**config.mk**
```make
export PLATFORM = sky130hd
export DESIGN_NAME = lpe_degrade_mon
export DESIGN_NICKNAME = d
export VERILOG_FILES = /design/src/rtl/lpe_pkg.sv /design/src/rtl/lpe_tally_dp.sv /design/src/rtl/lpe_window_ctl.sv /design/src/rtl/lpe_degrade_mon.sv
export SDC_FILE = /design/constraint.sdc
export NUM_CORES = 1
export LEC_CHECK = 0
export CAP_MARGIN = 20
export CELL_PAD_IN_SITES_DETAIL_PLACEMENT = 0
export CELL_PAD_IN_SITES_GLOBAL_PLACEMENT = 2
export CORE_MARGIN = 3
export CORE_UTILIZATION = 37
export CTS_CLUSTER_DIAMETER = 40
export CTS_CLUSTER_SIZE = 25
export DETAILED_ROUTE_END_ITERATION = 6
export DONT_BUFFER_PORTS = 1
export GPL_TIMING_DRIVEN = 1
export HOLD_SLACK_MARGIN = 0.1
export PLACE_DENSITY = 0.76
export SLEW_MARGIN = 20
export SYNTH_ARGS = -nofsm -noshare
export SYNTH_HDL_FRONTEND = slang
export SYNTH_HIERARCHICAL = 1
export SYNTH_SLANG_ARGS = --single-unit
```
**constraint.sdc**
```tcl
create_clock -name clk -period 24.4 [get_ports clk]
set_input_delay 4.88 -clock clk [delete_from_list [all_inputs] [get_ports clk]]
set_output_delay 4.88 -clock clk [all_outputs]
set_load 0.02 [all_outputs]
```
**src/rtl/lpe_pkg.sv**
```systemverilog
package lpe_pkg;
  parameter int SLOT_COUNT = 8;
  localparam int SLOT_IDX_W = $clog2(SLOT_COUNT);

  // Strobes from window control to the datapath.
  typedef struct packed {
    logic                  flush;
    logic                  accum;
    logic                  advance;
    logic [SLOT_IDX_W-1:0] ptr;
  } winCtl_t;
endpackage

```
**src/rtl/lpe_tally_dp.sv**
```systemverilog
module lpe_tally_dp
  import lpe_pkg::*;
#(
  parameter int MAX_BYTES   = 12,
  parameter int SHORT_BYTES = 3,
  parameter int CNT_W       = 24,
  parameter int SLOT_W      = 16,
  localparam int MASK_W     = MAX_BYTES * 8,
  localparam int SHORT_W    = SHORT_BYTES * 8,
  localparam int INC_W      = $clog2(MASK_W + 1),
  localparam int SUM_W      = SLOT_W + SLOT_IDX_W
) (
  input  logic              clk,
  input  logic              rstN,
  input  logic              frameStb,
  input  logic [MASK_W-1:0] parityErr,
  input  logic              wideMode,
  input  logic              perFrameMode,
  input  logic [SLOT_W-1:0] burstLimit,
  input  winCtl_t           ctl,
  output logic [INC_W-1:0]  frameInc,
  output logic [CNT_W-1:0]  errCount,
  output logic [SUM_W-1:0]  sumNext
);

  logic [MASK_W-1:0] activeMask;
  logic [INC_W-1:0]  bitTally;
  logic [INC_W-1:0]  incNow;
  logic [CNT_W:0]    cntSum;
  logic [SLOT_W:0]   slotSum;
  logic [SLOT_W-1:0] slotCapped;
  logic [SLOT_IDX_W-1:0] nextIdx;
  logic [SLOT_W-1:0] slotQ [SLOT_COUNT];
  logic [INC_W-1:0]  frameIncQ;
  logic [CNT_W-1:0]  errCountQ;

  // Active parity bits for the selected byte count.
  always_comb begin
    activeMask = parityErr;
    if (!wideMode) activeMask = {{(MASK_W - SHORT_W){1'b0}}, parityErr[SHORT_W-1:0]};
  end

  always_comb begin
    bitTally = '0;
    for (int i = 0; i < MASK_W; i++) bitTally = bitTally + INC_W'(activeMask[i]);
  end

  assign incNow = perFrameMode ? INC_W'(|activeMask) : bitTally;

  // Accumulated counter with saturation.
  assign cntSum = {1'b0, errCountQ} + (CNT_W + 1)'(incNow);

  always_ff @(posedge clk) begin
    if (!rstN) begin
      frameIncQ <= '0;
      errCountQ <= '0;
    end else if (frameStb) begin
      frameIncQ <= incNow;
      errCountQ <= cntSum[CNT_W] ? '1 : cntSum[CNT_W-1:0];
    end
  end

  assign frameInc = frameIncQ;
  assign errCount = errCountQ;

  // Current sub-interval update, clipped at the burst limit.
  assign slotSum    = {1'b0, slotQ[ctl.ptr]} + (SLOT_W + 1)'(incNow);
  assign slotCapped = (slotSum > {1'b0, burstLimit}) ? burstLimit : slotSum[SLOT_W-1:0];
  assign nextIdx    = (ctl.ptr == SLOT_IDX_W'(SLOT_COUNT - 1)) ? '0 : ctl.ptr + 1'b1;

  for (genvar s = 0; s < SLOT_COUNT; s++) begin : g_slot
    always_ff @(posedge clk) begin
      if (!rstN || ctl.flush) begin
        slotQ[s] <= '0;
      end else if (ctl.accum && ctl.ptr == SLOT_IDX_W'(s)) begin
        slotQ[s] <= slotCapped;
      end else if (ctl.advance && nextIdx == SLOT_IDX_W'(s)) begin
        slotQ[s] <= '0;
      end
    end

    // an updated slot never exceeds the burst limit of its update cycle
    a_r6_slot_capped: assert property (@(posedge clk) disable iff (!rstN)
      (ctl.accum && ctl.ptr == SLOT_IDX_W'(s)) |=> (slotQ[s] <= $past(burstLimit)));
  end

  // Windowed sum including this frame's contribution.
  always_comb begin
    sumNext = '0;
    for (int i = 0; i < SLOT_COUNT; i++) begin
      if (ctl.accum && ctl.ptr == SLOT_IDX_W'(i)) sumNext = sumNext + SUM_W'(slotCapped);
      else                                        sumNext = sumNext + SUM_W'(slotQ[i]);
    end
  end

  // per-frame mode yields at most one error
  a_r2_single_per_frame: assert property (@(posedge clk) disable iff (!rstN)
    (frameStb && perFrameMode) |=> (frameIncQ <= INC_W'(1)));

  // count never decreases across a frame
  a_r4_count_nondecreasing: assert property (@(posedge clk) disable iff (!rstN)
    frameStb |=> (errCountQ >= $past(errCountQ)));

  // count holds between strobes
  a_r4_hold_idle: assert property (@(posedge clk) disable iff (!rstN)
    !frameStb |=> $stable(errCountQ));

endmodule

```
**src/rtl/lpe_window_ctl.sv**
```systemverilog
module lpe_window_ctl
  import lpe_pkg::*;
#(
  parameter int WIN_W  = 16,
  parameter int THR_W  = 16,
  parameter int SUM_W  = 19
) (
  input  logic             clk,
  input  logic             rstN,
  input  logic             frameStb,
  input  logic             detectEn,
  input  logic [WIN_W-1:0] windowLen,
  input  logic [THR_W-1:0] setThresh,
  input  logic [THR_W-1:0] clrThresh,
  input  logic [SUM_W-1:0] sumNext,
  output winCtl_t          ctl,
  output logic             degradeFlag
);

  logic [WIN_W-1:0]      winLenQ;
  logic [WIN_W-1:0]      subLen;
  logic [WIN_W-1:0]      subLast;
  logic [WIN_W-1:0]      subCntQ;
  logic [SLOT_IDX_W-1:0] ptrQ;
  logic                  flagQ;
  logic                  flush;
  logic                  accum;
  logic                  advance;
  logic                  windowEnd;
  logic                  reachSet;
  logic                  belowClr;

  always_comb begin
    subLen    = windowLen >> SLOT_IDX_W;
    subLast   = (subLen > WIN_W'(1)) ? subLen - 1'b1 : '0;
    flush     = !detectEn || (windowLen != winLenQ);
    accum     = frameStb && !flush;
    advance   = accum && (subCntQ >= subLast);
    windowEnd = advance && (ptrQ == SLOT_IDX_W'(SLOT_COUNT - 1));
    reachSet  = (sumNext >= SUM_W'(setThresh));
    belowClr  = (sumNext <  SUM_W'(clrThresh));
  end

  always_ff @(posedge clk) begin
    if (!rstN) begin
      winLenQ <= '0;
      subCntQ <= '0;
      ptrQ    <= '0;
      flagQ   <= 1'b0;
    end else begin
      winLenQ <= windowLen;
      if (flush) begin
        subCntQ <= '0;
        ptrQ    <= '0;
        flagQ   <= 1'b0;
      end else if (accum) begin
        subCntQ <= advance ? '0 : subCntQ + 1'b1;
        if (advance) ptrQ <= (ptrQ == SLOT_IDX_W'(SLOT_COUNT - 1)) ? '0 : ptrQ + 1'b1;
        if (reachSet)                   flagQ <= 1'b1;
        else if (windowEnd && belowClr) flagQ <= 1'b0;
      end
    end
  end

  assign ctl.flush   = flush;
  assign ctl.accum   = accum;
  assign ctl.advance = advance;
  assign ctl.ptr     = ptrQ;
  assign degradeFlag = flagQ;

  // the flag rises only on a frame strobe
  a_r5_rise_on_strobe: assert property (@(posedge clk) disable iff (!rstN)
    $rose(flagQ) |-> $past(frameStb));

  // the flag falls only at a window end or on a flush
  a_r8_fall_cause: assert property (@(posedge clk) disable iff (!rstN)
    $fell(flagQ) |-> ($past(windowEnd) || $past(flush)));

  // a disabled detector drops the flag on the next edge
  a_r9_disable_drops: assert property (@(posedge clk) disable iff (!rstN)
    !detectEn |=> !flagQ);

endmodule

```
**src/rtl/lpe_degrade_mon.sv**
```systemverilog
module lpe_degrade_mon
  import lpe_pkg::*;
#(
  parameter int MAX_BYTES   = 12,
  parameter int SHORT_BYTES = 3,
  parameter int CNT_W       = 24,
  parameter int SLOT_W      = 16,
  parameter int WIN_W       = 16,
  parameter int THR_W       = 16,
  localparam int MASK_W     = MAX_BYTES * 8,
  localparam int INC_W      = $clog2(MASK_W + 1),
  localparam int SUM_W      = SLOT_W + SLOT_IDX_W
) (
  input  logic              clk,
  input  logic              rstN,
  input  logic              frameStb,
  input  logic [MASK_W-1:0] parityErr,
  input  logic              wideMode,
  input  logic              perFrameMode,
  input  logic              detectEn,
  input  logic [WIN_W-1:0]  windowLen,
  input  logic [SLOT_W-1:0] burstLimit,
  input  logic [THR_W-1:0]  setThresh,
  input  logic [THR_W-1:0]  clrThresh,
  output logic [INC_W-1:0]  frameInc,
  output logic [CNT_W-1:0]  errCount,
  output logic              degradeFlag
);

  winCtl_t          ctl;
  logic [SUM_W-1:0] sumNext;

  lpe_tally_dp #(
    .MAX_BYTES  (MAX_BYTES),
    .SHORT_BYTES(SHORT_BYTES),
    .CNT_W      (CNT_W),
    .SLOT_W     (SLOT_W)
  ) u_dp (
    .clk         (clk),
    .rstN        (rstN),
    .frameStb    (frameStb),
    .parityErr   (parityErr),
    .wideMode    (wideMode),
    .perFrameMode(perFrameMode),
    .burstLimit  (burstLimit),
    .ctl         (ctl),
    .frameInc    (frameInc),
    .errCount    (errCount),
    .sumNext     (sumNext)
  );

  lpe_window_ctl #(
    .WIN_W(WIN_W),
    .THR_W(THR_W),
    .SUM_W(SUM_W)
  ) u_ctl (
    .clk        (clk),
    .rstN       (rstN),
    .frameStb   (frameStb),
    .detectEn   (detectEn),
    .windowLen  (windowLen),
    .setThresh  (setThresh),
    .clrThresh  (clrThresh),
    .sumNext    (sumNext),
    .ctl        (ctl),
    .degradeFlag(degradeFlag)
  );

endmodule

```
-- Word-level counts from Yosys, hierarchy flattened
Memory sizes are Yosys's and may differ from the RTL's. A register that Yosys moved wholly into a read port is not among the register bits.
Cells that the tools add are included.
- register bits after elaboration: 67
- bits in writable memories: 128
- input bits: 166
- output and inout bits: 32
- memories kept: 1
- memory list (name ; depth ; bits a word ; read ports ; clocked after memory_dff ; write ports ; line ; source):
    u_dp.slotQ ; 8 ; 16 ; 9 ; 1 ; 8 ; lpe_tally_dp.sv:33 ; logic [SLOT_W-1:0] slotQ [SLOT_COUNT];
- add/subtract/negate cells: 114
- order comparisons: 5
- equal/unequal tests: 15
- multiplexer cells: 93
- bitwise logic cells: 17
- reduce and logical (&&, ||, !) cells: 32
- operators with widths (cell ; count):
    adder 7 x 1 -> 7 bit ; 94
    2-to-1 mux 16 bit ; 20
    adder 19 x 16 -> 19 bit ; 12
    2-to-1 mux 19 bit ; 7
    2-to-1 mux 96 bit ; 1
    OR reduction 96 bit ; 1
    2-to-1 mux 1 bit ; 60
    adder 16 x 16 -> 17 bit ; 2
    adder 24 x 7 -> 25 bit ; 1
    == test 3 bit (second input constant) ; 8
    2-to-1 mux 24 bit ; 1
    logical AND 1 bit ; 20
    >= comparator 19 x 16 -> 1 bit ; 1
    < comparator 19 x 16 -> 1 bit ; 1
    adder 16 x 7 -> 17 bit ; 1
    > comparator 17 x 16 -> 1 bit ; 1
    adder 16 x 1 -> 16 bit (second input constant) ; 1
    >= comparator 16 bit ; 1
    inequality test 16 bit ; 1
    OR 1 bit ; 16
    subtractor 13 x 1 -> 14 bit (second input constant) ; 1
    > comparator 13 x 1 -> 1 bit (second input constant) ; 1
    == test 3 x 2 -> 1 bit (second input constant) ; 4
    2-to-1 mux 3 bit ; 3
    other kinds (11) ; 17

-- Logic depth before layout (Yosys ltp)
- depth after elaboration: 119
- depth in mapped cells: 98
- depth with buffers taken out: 90

-- By module
The synthesis kept the hierarchy.
- by module, submodules not included (module ; times used ; cells an instance ; area each (µm²)):
    lpe_tally_dp ; 1 ; 2260 ; 19269.7
    lpe_window_ctl ; 1 ; 372 ; 3021.6

-- Worst setup path before layout
OpenSTA, ideal clock, no wires.
- kind: input port to flip-flop
- from: input port wideMode
- to: register u_ctl.flagQ, in the netlist u_ctl/degradeFlag
- arrival time: 23.436 ns
- setup slack: 0.838 ns
- stages: 88
- buffers on the path: 8
- cells stage by stage: clkbuf_1 > clkbuf_1 > clkbuf_1 > clkbuf_1 > nand2_1 > fa_1 > fa_1 > inv_1 > fa_1 > fa_1 > inv_1 > fa_1 > inv_1 > fa_1 > fa_1 > fa_1 > inv_1 > fa_1 > (+52 left out) > and3_1 > a21oi_1 > o21ai_0 > nor2_1 > ha_1 > xnor2_1 > ha_1 > nand2_1 > o21ai_0 > nor4bb_1 > mux2i_1 > xnor2_1 > nor3_1 > nand3b_1 > a21oi_1 > o21ai_0 > o41ai_1 > a21oi_1
- word-level cells in the longest chain between the ends: 96
- elaborated cells between the ends (all ways): 106
- ends and longest elaborated chain (element ; line ; source):
    start, declared ; lpe_degrade_mon.sv:18 ; input logic wideMode,
    2-to-1 mux 96 bit * ; lpe_tally_dp.sv:40 ; if (!wideMode) activeMask = {{(MASK_W - SHORT_W){1'b0}}, parityErr[SHORT_W-1:0]};
    adder 7 x 1 -> 7 bit (71 in series) ; lpe_tally_dp.sv:45 ; for (int i = 0; i < MASK_W; i++) bitTally = bitTally + INC_W'(activeMask[i]);
    adder 7 x 1 -> 7 bit * ; lpe_tally_dp.sv:45 ;
    2-to-1 mux 7 bit * ; lpe_tally_dp.sv:48 ; assign incNow = perFrameMode ? INC_W'(|activeMask) : bitTally;
    named net u_dp.incNow[5] ; lpe_tally_dp.sv:28 ; logic [INC_W-1:0] incNow;
    adder 16 x 7 -> 17 bit * ; lpe_tally_dp.sv:67 ; assign slotSum = {1'b0, slotQ[ctl.ptr]} + (SLOT_W + 1)'(incNow);
    > comparator 17 x 16 -> 1 bit ; lpe_tally_dp.sv:68 ; assign slotCapped = (slotSum > {1'b0, burstLimit}) ? burstLimit : slotSum[SLOT_W-1:0];
    2-to-1 mux 16 bit * ; lpe_tally_dp.sv:68 ;
    (+12 left out) ; - ;
    2-to-1 mux 19 bit ; lpe_tally_dp.sv:91 ; if (ctl.accum && ctl.ptr == SLOT_IDX_W'(i)) sumNext = sumNext + SUM_W'(slotCapped);
    adder 19 x 16 -> 19 bit, on equally long branches ; lpe_tally_dp.sv:92, lpe_tally_dp.sv:91 ;
    2-to-1 mux 19 bit * ; lpe_tally_dp.sv:91 ;
    named net sumNext[18] ; lpe_degrade_mon.sv:31 ; logic [SUM_W-1:0] sumNext;
    < comparator 19 x 16 -> 1 bit ; lpe_window_ctl.sv:41 ; belowClr = (sumNext < SUM_W'(clrThresh));
    logical AND 1 bit ; lpe_window_ctl.sv:60 ; else if (windowEnd && belowClr) flagQ <= 1'b0;
    nonzero test 2 bit (no line) ; - ;
    AND reduction 2 bit (no line) ; - ;
    end signal, assigned ; lpe_window_ctl.sv:49 ; flagQ <= 1'b0;
    end signal, assigned ; lpe_window_ctl.sv:59 ; if (reachSet) flagQ <= 1'b1;
    end signal, assigned ; lpe_window_ctl.sv:60 ;
    end, declared ; lpe_window_ctl.sv:25 ; logic flagQ;
Mark *: on every way through the listed nets, which the timed path passes. The rest lies on a longest branch.
A chain may end at the register's enable or synchronous reset.

-- Final worst setup path
Ends and elaborated chain as after synthesis.

==> results_dict.tcl <==
set metrics [dict create \
    synth_top_family_by_area "adder cells" \
    arrival_ns 23.60 \
    die-area_mm2 0.06323 \
    antenna_left 0 \
    gr-total-overflow 0 \
    die_y_um 251.5 \
    yosysTopAreaCell "edfxtp_1" \
    worst-slew-pin-transition_ns 1.090 \
    syn_to_final_growth_pct 7.982 \
    num-nets-final 3068 \
    hold_viol_final 0 \
    multi_input_comb_area_mm2 0.01597 \
    ff2ff_path_depth 68 \
    finClkSkew_ns 0.01675 \
    fin_setup_tns_ns 0 \
    drive_gt1_frac 0.09245 \
    syn_nets 3117 \
    critPathKind "in -> reg" \
    grt_pass1_vias 20200 \
    grt_pass1_wl_um 122100 \
    fp.dieW_um 251.5 \
    cts_tree "yes" \
    port-buffer-count 0 \
    slew_violations 0 \
    drt_iter0_drc 1806 \
    antenna_found_initial 2 \
    n_fill_cell 5981 \
    status "completed" \
    synth.area.mux_share 0.03996 \
    cp-start-kind "input port" \
    hold_end "u_ctl/ptrQ[1]" \
    place_congestion 0.8967 \
    r2r-start "u_ctl/ptrQ[0]" \
    synthesis.area_mm2 0.02229 \
    row_count 89 \
    rrSetupSlack_ns 9.82 \
    yosys.area_share.simple 0.1916 \
    root_buffer "clkbuf_16" \
    cap_violations 0 \
    ff_latch_area_mm2 0.005187 \
    synth_area_leaders "edfxtp_1, ha_1, fa_1" \
    antenna_cells 0 \
    hold_path_class "reg -> reg" \
    synth_xor_area_frac 0.06124 \
    dp_hpwl_um 62280 \
    min-delay-start "u_ctl/ptrQ[1]" \
    cts_buffers 17 \
    min_period_ns 23.20 \
    ys_types 88 \
    r2r_end "u_ctl/degradeFlag" \
    ctsLongestPathBuffers 2 \
    ys_seq_area_frac 0.2326 \
    h-tree-depth 4 \
    syn_avg_cell_area_um2 8.469 \
    grt_max_degree 90 \
    coreArea_mm2 0.05935 \
    first_pass_iters 5 \
    cts_num_sinks 195 \
    crit_required_ns 24.80 \
    wirelength_um 80240 \
    fmax_ghz 0.04311 \
    drc_errors 0 \
    slowest_delay_ns 0.59 \
    setup_viol 0 \
    clock_latency_ns 0.48 \
    relSlewSlack 0.2715 \
    vias_per_cell 6.027 \
    whs_path_depth 2 \
    synth_top_area_frac 0.1724 \
    end_kind "flop" \
    start_util 0.3756 \
    path_max_fanout 89 \
    synthAdderAreaFrac 0.2104 \
    synthFlopType "edfxtp_1" \
    path_clk_slew_ns 0.08 \
    track_usage 0.2515 \
    syn_inst 2632 \
    synth_compound_area_frac 0.2027 \
    slowest_stage "fa_1" \
    finalCritPeriodShare 0.9507 \
    fin_util 0.4055 \
    ctsHoldBuffers 0 \
    synth_edf_count 128 \
    yosysWarnings 6 \
    ios 198 \
    routedWlPerCell_um 23.82 \
    num_vias 20310 \
    path_common_cell "fa_1" \
    hold_slack_ns 0.4984 \
    ys_ff_latch 195 \
    async_flop_share 0 \
]
final cells by class:
| class | instances | area share |
|---|---|---|
| Sequential cell | 195 | 0.2155 |
| Tap cell | 773 | 0.04018 |
| Clock inverter | 12 | 0.004990 |
| Multi-Input combinational cell | 2086 | 0.6636 |
| Inverter | 208 | 0.03244 |
| Timing Repair Buffer | 75 | 0.02339 |
| Clock buffer | 20 | 0.01991 |
routing by layer:
metal	routed length (µm)	vias up	track usage
met5	11	-	0
met4	2682	2	0.09034
met3	6735	133	0.05113
met2	35380	856	0.3956
met1	35430	9813	0.3440
li1	-	9501	-
through the flow:
stage | instance area, µm² | cells | setup slack, ns
floorplan | 22290 | 2632 | 0.8380
global placement | 23250 | 3332 | 0.2236
detailed placement | 23270 | 3332 | -0.04041
CTS | 23870 | 3364 | 0.3473
global route | 24070 | 3369 | -0.05971
finish | 24070 | 3369 | 1.202
layout by cell type (no fill, tap or decap), types with 40 or more instances in the layout:
master,Yosys,final
a21o_1,40,40
a21oi_1,271,265
a31oi_1,48,48
and2_1,47,47
buf_4,7,75
dfxtp_1,67,65
edfxtp_1,128,128
fa_1,93,93
ha_1,226,224
inv_1,196,196
nand2_1,245,245
nand3_1,144,140
nand4_1,110,110
nor2_1,138,135
nor3_1,47,42
o211ai_1,91,91
o21ai_0,57,54
xnor2_1,107,101
xor2_1,47,46
kinds of logic after synthesis:
group                    count (synthesis)
XOR/XNOR                               155
buffers and inverters                  351
adder cells (fa/ha/maj)                319
multiplexers                            49
AND/OR/NAND/NOR                        855
AO/OA/AOI/OAI                          708
flip-flops                             195
sequential cells by signal, indices dropped and copies added, names as in the netlist:
name	flops
u_dp/frameInc	7
u_dp/slotQ	128
u_ctl/degradeFlag	1
u_ctl/winLenQ	16
u_ctl/ptrQ	3
u_ctl/subCntQ	16
u_dp/errCount	24
worst max-delay path: cells and delay by family:
| family | cells | cell delay (ns) |
|---|---|---|
| AO/OA/AOI/OAI | 26 | 5.08 |
| XOR/XNOR | 9 | 1.65 |
| adder cells (fa/ha/maj) | 20 | 8.28 |
| buffers and inverters | 11 | 1.12 |
| AND/OR/NAND/NOR | 18 | 2.56 |
synthesized netlist by cell type (all sizes together), types with 3 or more instances:
cell,n
xor2,47
a211o,8
mux2i,17
a211oi,21
clkbuf,103
o211ai,92
nand3b,4
o22ai,5
inv,198
nor3,48
mux4,32
buf,40
or3,13
clkinv,10
fa,93
dfxtp,67
ha,226
nand2,246
and3,16
o211a,3
o31a,3
edfxtp,128
nand2b,15
and2,51
and4,3
nor2b,18
or2,4
o21ai,88
a31oi,48
nor4,12
nor2,138
a21oi,273
a21o,42
o21bai,26
nand4,110
a21boi,4
o31ai,20
or4,11
o21a,36
a2111oi,3
o41ai,22
xnor2,108
nand3,156
worst max path at each step:
stage / depth (start not counted) / slack (ns) / startpoint / end
after floorplan: 88 / 0.84 / wideMode / u_ctl/degradeFlag
after global placement: 81 / 0.22 / parityErr[59] / u_ctl/degradeFlag
after detailed placement: 83 / -0.04 / parityErr[59] / u_ctl/degradeFlag
after CTS: 84 / 0.35 / parityErr[59] / u_ctl/degradeFlag
after global routing: 85 / -0.06 / parityErr[59] / u_ctl/degradeFlag
final: 84 / 1.20 / wideMode / u_ctl/degradeFlag
timing repair:
| item | in CTS | in global routing |
|---|---|---|
| gates resized for setup | 0 | 36 |
| buffers inserted | 0 | 5 |
| endpoints found under the setup margin | 0 | 1 |
Power is not shown: default switching activity piles up to over one toggle a cycle in this logic, so the estimate is an artifact.
